$ cat src/rtl/aud_clkgen.sv
module aud_clkgen #(
  parameter int BCLK_PER_FS = 64
) (
  input  logic       mclk,
  input  logic       pwdn_n,
  input  logic [2:0] mode_sel,
  output logic       bclk_o,
  output logic       lrclk_o,
  output logic       master_o,
  output logic       bad_mode_o
);
  localparam int HALF_FRAME = BCLK_PER_FS / 2;
  localparam int BIT_W      = $clog2(HALF_FRAME);
  localparam int CNT_W      = 3;

  logic [2:0]       mode_q;
  logic [CNT_W-1:0] half, cnt_q;
  logic [BIT_W-1:0] bit_q;
  logic             bclk_q, lr_q;

  always_comb begin
    case (mode_q)
      3'd2:    half = CNT_W'(2);
      3'd3:    half = CNT_W'(4);
      3'd6:    half = CNT_W'(3);
      3'd7:    half = CNT_W'(6);
      default: half = '0;
    endcase
  end

  assign master_o   = mode_q[1];
  assign bad_mode_o = (mode_q[1:0] == 2'b01);

  always_ff @(posedge mclk) begin
    if (!pwdn_n) begin
      mode_q <= mode_sel;
      cnt_q  <= '0;
      bit_q  <= '0;
      bclk_q <= 1'b0;
      lr_q   <= 1'b0;
    end else if (master_o) begin
      if (cnt_q == half - CNT_W'(1)) begin
        cnt_q  <= '0;
        bclk_q <= ~bclk_q;
        if (bclk_q) begin
          if (bit_q == BIT_W'(HALF_FRAME - 1)) begin
            bit_q <= '0;
            lr_q  <= ~lr_q;
          end else begin
            bit_q <= bit_q + BIT_W'(1);
          end
        end
      end else begin
        cnt_q <= cnt_q + CNT_W'(1);
      end
    end
  end

  assign bclk_o  = bclk_q;
  assign lrclk_o = lr_q;

  p_idle_low_r6: assert property (@(posedge mclk) disable iff (!pwdn_n)
    (!master_o || bad_mode_o) |-> (!bclk_o && !lrclk_o));

  p_lr_on_bfall_r4: assert property (@(posedge mclk) disable iff (!pwdn_n)
    (lrclk_o != $past(lrclk_o)) |-> $fell(bclk_o));

  p_mode_hold_r7: assert property (@(posedge mclk) disable iff (!pwdn_n)
    $past(pwdn_n) |-> ($stable(master_o) && $stable(bad_mode_o)));

  p_min_pulse_r2: assert property (@(posedge mclk) disable iff (!pwdn_n)
    $rose(bclk_o) |=> bclk_o);

  p_min_low_r2: assert property (@(posedge mclk) disable iff (!pwdn_n)
    ($fell(bclk_o) && $past(pwdn_n)) |=> !bclk_o);
endmodule

$ cat config.mk
export PLATFORM = sky130hd
export DESIGN_NAME = aud_clkgen
export DESIGN_NICKNAME = d
export VERILOG_FILES = /design/src/rtl/aud_clkgen.sv
export SDC_FILE = /design/constraint.sdc
export NUM_CORES = 1
export LEC_CHECK = 0
export BUFFER_PORTS_ARGS = -buffer_cell sky130_fd_sc_hd__buf_2
export CAP_MARGIN = 20
export CORE_AREA = 2 2 39 41
export CTS_CLUSTER_DIAMETER = 100
export DETAILED_ROUTE_END_ITERATION = 8
export DIE_AREA = 0 0 41 43
export GPL_TIMING_DRIVEN = 0
export PLACE_DENSITY = 0.72
export SETUP_SLACK_MARGIN = 0.3
export SKIP_LAST_GASP = 1
export SLEW_MARGIN = 15
export SYNTH_ARGS = -nofsm -noshare
export SYNTH_HDL_FRONTEND = slang
export SYNTH_SLANG_ARGS = --single-unit
$ cat constraint.sdc
create_clock -name mclk -period 1.6 [get_ports mclk]
set_input_delay 0.32 -clock mclk [delete_from_list [all_inputs] [get_ports mclk]]
set_output_delay 0.32 -clock mclk [all_outputs]
set_load 0.01 [all_outputs]
==> run summary <==
Chip Width: 41 um
CTS H-Tree Depth: 1
setup-violating endpoint count in the final report: 0
clock sinks: 13
Skew-Pair Late Insertion Delay: 0.27 ns
VDD IR max: 0.659 mV
estimated wirelength of the detail-placed design: 938 um
DR pass1 iterations: 4
vias in the first global route: 559
Tmin final: 1.60 ns
Avg WL per Cell: 12.7 um
# port buffers: 8
synthesized area per cell: 9.71 sq um
#FFs+latches synth: 13
total track usage: 0.188
Leak: 0.336 nW
full die area: 0.00176 sq mm
Chip Height: 43 um
initial DRC count: 21
Slew headroom: 0.730
antenna violations before repair: 0
Residual DRC: 0
Worst Hold Class: input port to register
CTS Buffer Depth: 2
mapped cell area: 679 sq um
FP Rows: 14
Top FF cell, synth: dfxtp_1
diode count: 0
most common cell after layout, fill and taps aside: nand2_1
CTS buffer count: 3
Core Util, Final: 0.626
critical path data required time: 1.80 ns
final wirelength: 1280 um
fmax: 626 MHz
Post-Place Cells: 94
Hold Vio Cnt, Final: 0
fin nets: 94
Synth cell types: 33
share of flip-flops with an asynchronous set or reset: 0
Slew @ Worst Pin: 0.405 ns
CP Launch Type: register
crit-path max FO: 6
root buffer cell: clkbuf_4
drt via density: 5.92
largest net degree at the start of global routing: 11
core area: 0.00138 sq mm
number of synthesized flops with an enable pin: 3
GP Congestion: 0.764
grt ovf: 0
WP data arrival: 1.80 ns
Antenna Violating Nets Remaining: 0
count of pins over their slew limit: 0
DR vias: 598
layout cells sized above 1: 0.353
run status: finished clean
global-route wire length before repair: 2250 um
io pins: 9
YS warnings: 0
synthesis-to-finish area growth: 27.4%
CTS tree: built
RSZ-0062 raised after global routing: true
clk slew on worst S/H paths: 0.07 ns
Syn Nets: 78
Initial Util: 0.491
Pwr Density: 784 mW/mm^2
critical path class: register to register
Hold-fix buffers, CTS: 0
Max-Cap Viols: 0
Mapped Cells: 70
Seq/Total Area, Yosys: 0.427
Critical Path Sink Type: register
Clock Skews: 0.00759 ns
fin cells: 101
most frequent cells in the layout: nand2_1 (10), buf_2 (8), dfxtp_1 (7)
period utilization: 0.999
-- report_power, final --
part	total (mW)	internal [mW]	switching, mW
clock	0.199	0.0963	0.102
combinational	0.105	0.0548	0.0503
sequential	0.375	0.353	0.0216
total	0.679	0.504	0.174
-- cells by family after synthesis --
logic type | synth area share
multiplexers | 0.0460
AND/OR/NAND/NOR | 0.271
adder cells (fa/ha/maj) | 0.0553
buffers and inverters | 0.0331
flip-flops | 0.427
AO/OA/AOI/OAI | 0.129
XOR/XNOR | 0.0387
-- state kept, by name, summed over array words and instances, names as in the netlist --
signal   count
bit_q        5
bclk_o       1
cnt_q        3
lrclk_o      1
mode_q       3
-- timing repair --
action | 4_1_cts | 5_1_grt
pin swaps | 4 | 0
gates resized for setup | 6 | 0
setup buffers | 3 | 0
setup endpoints to repair | 11 | 11
-- cell type report --
class	count	area, sq um
fill	107	518
multi-input combinational	51	428
sequential	13	297
timing repair buffer	11	62.6
clock buffer	4	26.3
tap	16	20.0
buffer	2	17.5
inverter	4	15.0
-- final timing paths --
kind	start	end	slack, ns	depth (start not counted)
hold / removal	mode_sel[1]	mode_q[1]$_DFFE_PN_	0.23	1
hold reg to reg	lrclk_o$_SDFFE_PN0P_	lrclk_o$_SDFFE_PN0P_	0.47	2
setup reg to reg	mode_q[0]$_DFFE_PN_	bclk_o$_SDFFE_PN0P_	0.002	4
setup / recovery	mode_q[0]$_DFFE_PN_	bclk_o$_SDFFE_PN0P_	0.002	4
-- cells in the mapped netlist (2+ instances only) --
cell type,n,share of area
dfxtp_1,10,0.29
inv_1,4,0.022
xnor2_1,2,0.026
o22ai_1,2,0.018
edfxtp_1,3,0.13
nand3_1,2,0.015
nor4_1,2,0.018
mux2i_1,2,0.029
clkbuf_1,2,0.011
nand2b_1,3,0.028
nand2_1,10,0.055
a31oi_1,2,0.018
ha_1,3,0.055
and3_1,4,0.037
-- worst max-delay path, stage by stage (launching register included) --
cell	delay [ns]
edfxtp_1	0.47
and4bb_4	0.36
a311oi_4	0.07
or4_1	0.49
a21oi_1	0.14
-- per-layer routing --
layer,track usage,up-vias,share of wire
met1,0.268,289,0.47
met2,0.263,13,0.48
li1,-,294,-
met4,0.0800,0,0.0078
met5,0,-,0
met3,0.0471,2,0.040
-- per-stage QoR --
step / setup WS (ns) / hold WS [ns] / total power [mW] / instance area (sq um) / setup TNS [ns]
after detailed placement: 0.0281 / 0.461 / 0.476 / 795 / 0
after global placement: 0.0445 / 0.447 / 0.472 / 795 / 0
after global routing: -0.0613 / 0.213 / 0.718 / 866 / -0.117
after CTS: 0.00365 / 0.223 / 0.681 / 866 / 0
after floorplan: 0.105 / 0.419 / 0.449 / 734 / 0
final: 0.00229 / 0.228 / 0.679 / 866 / 0
(Power assumes the default switching activity.)
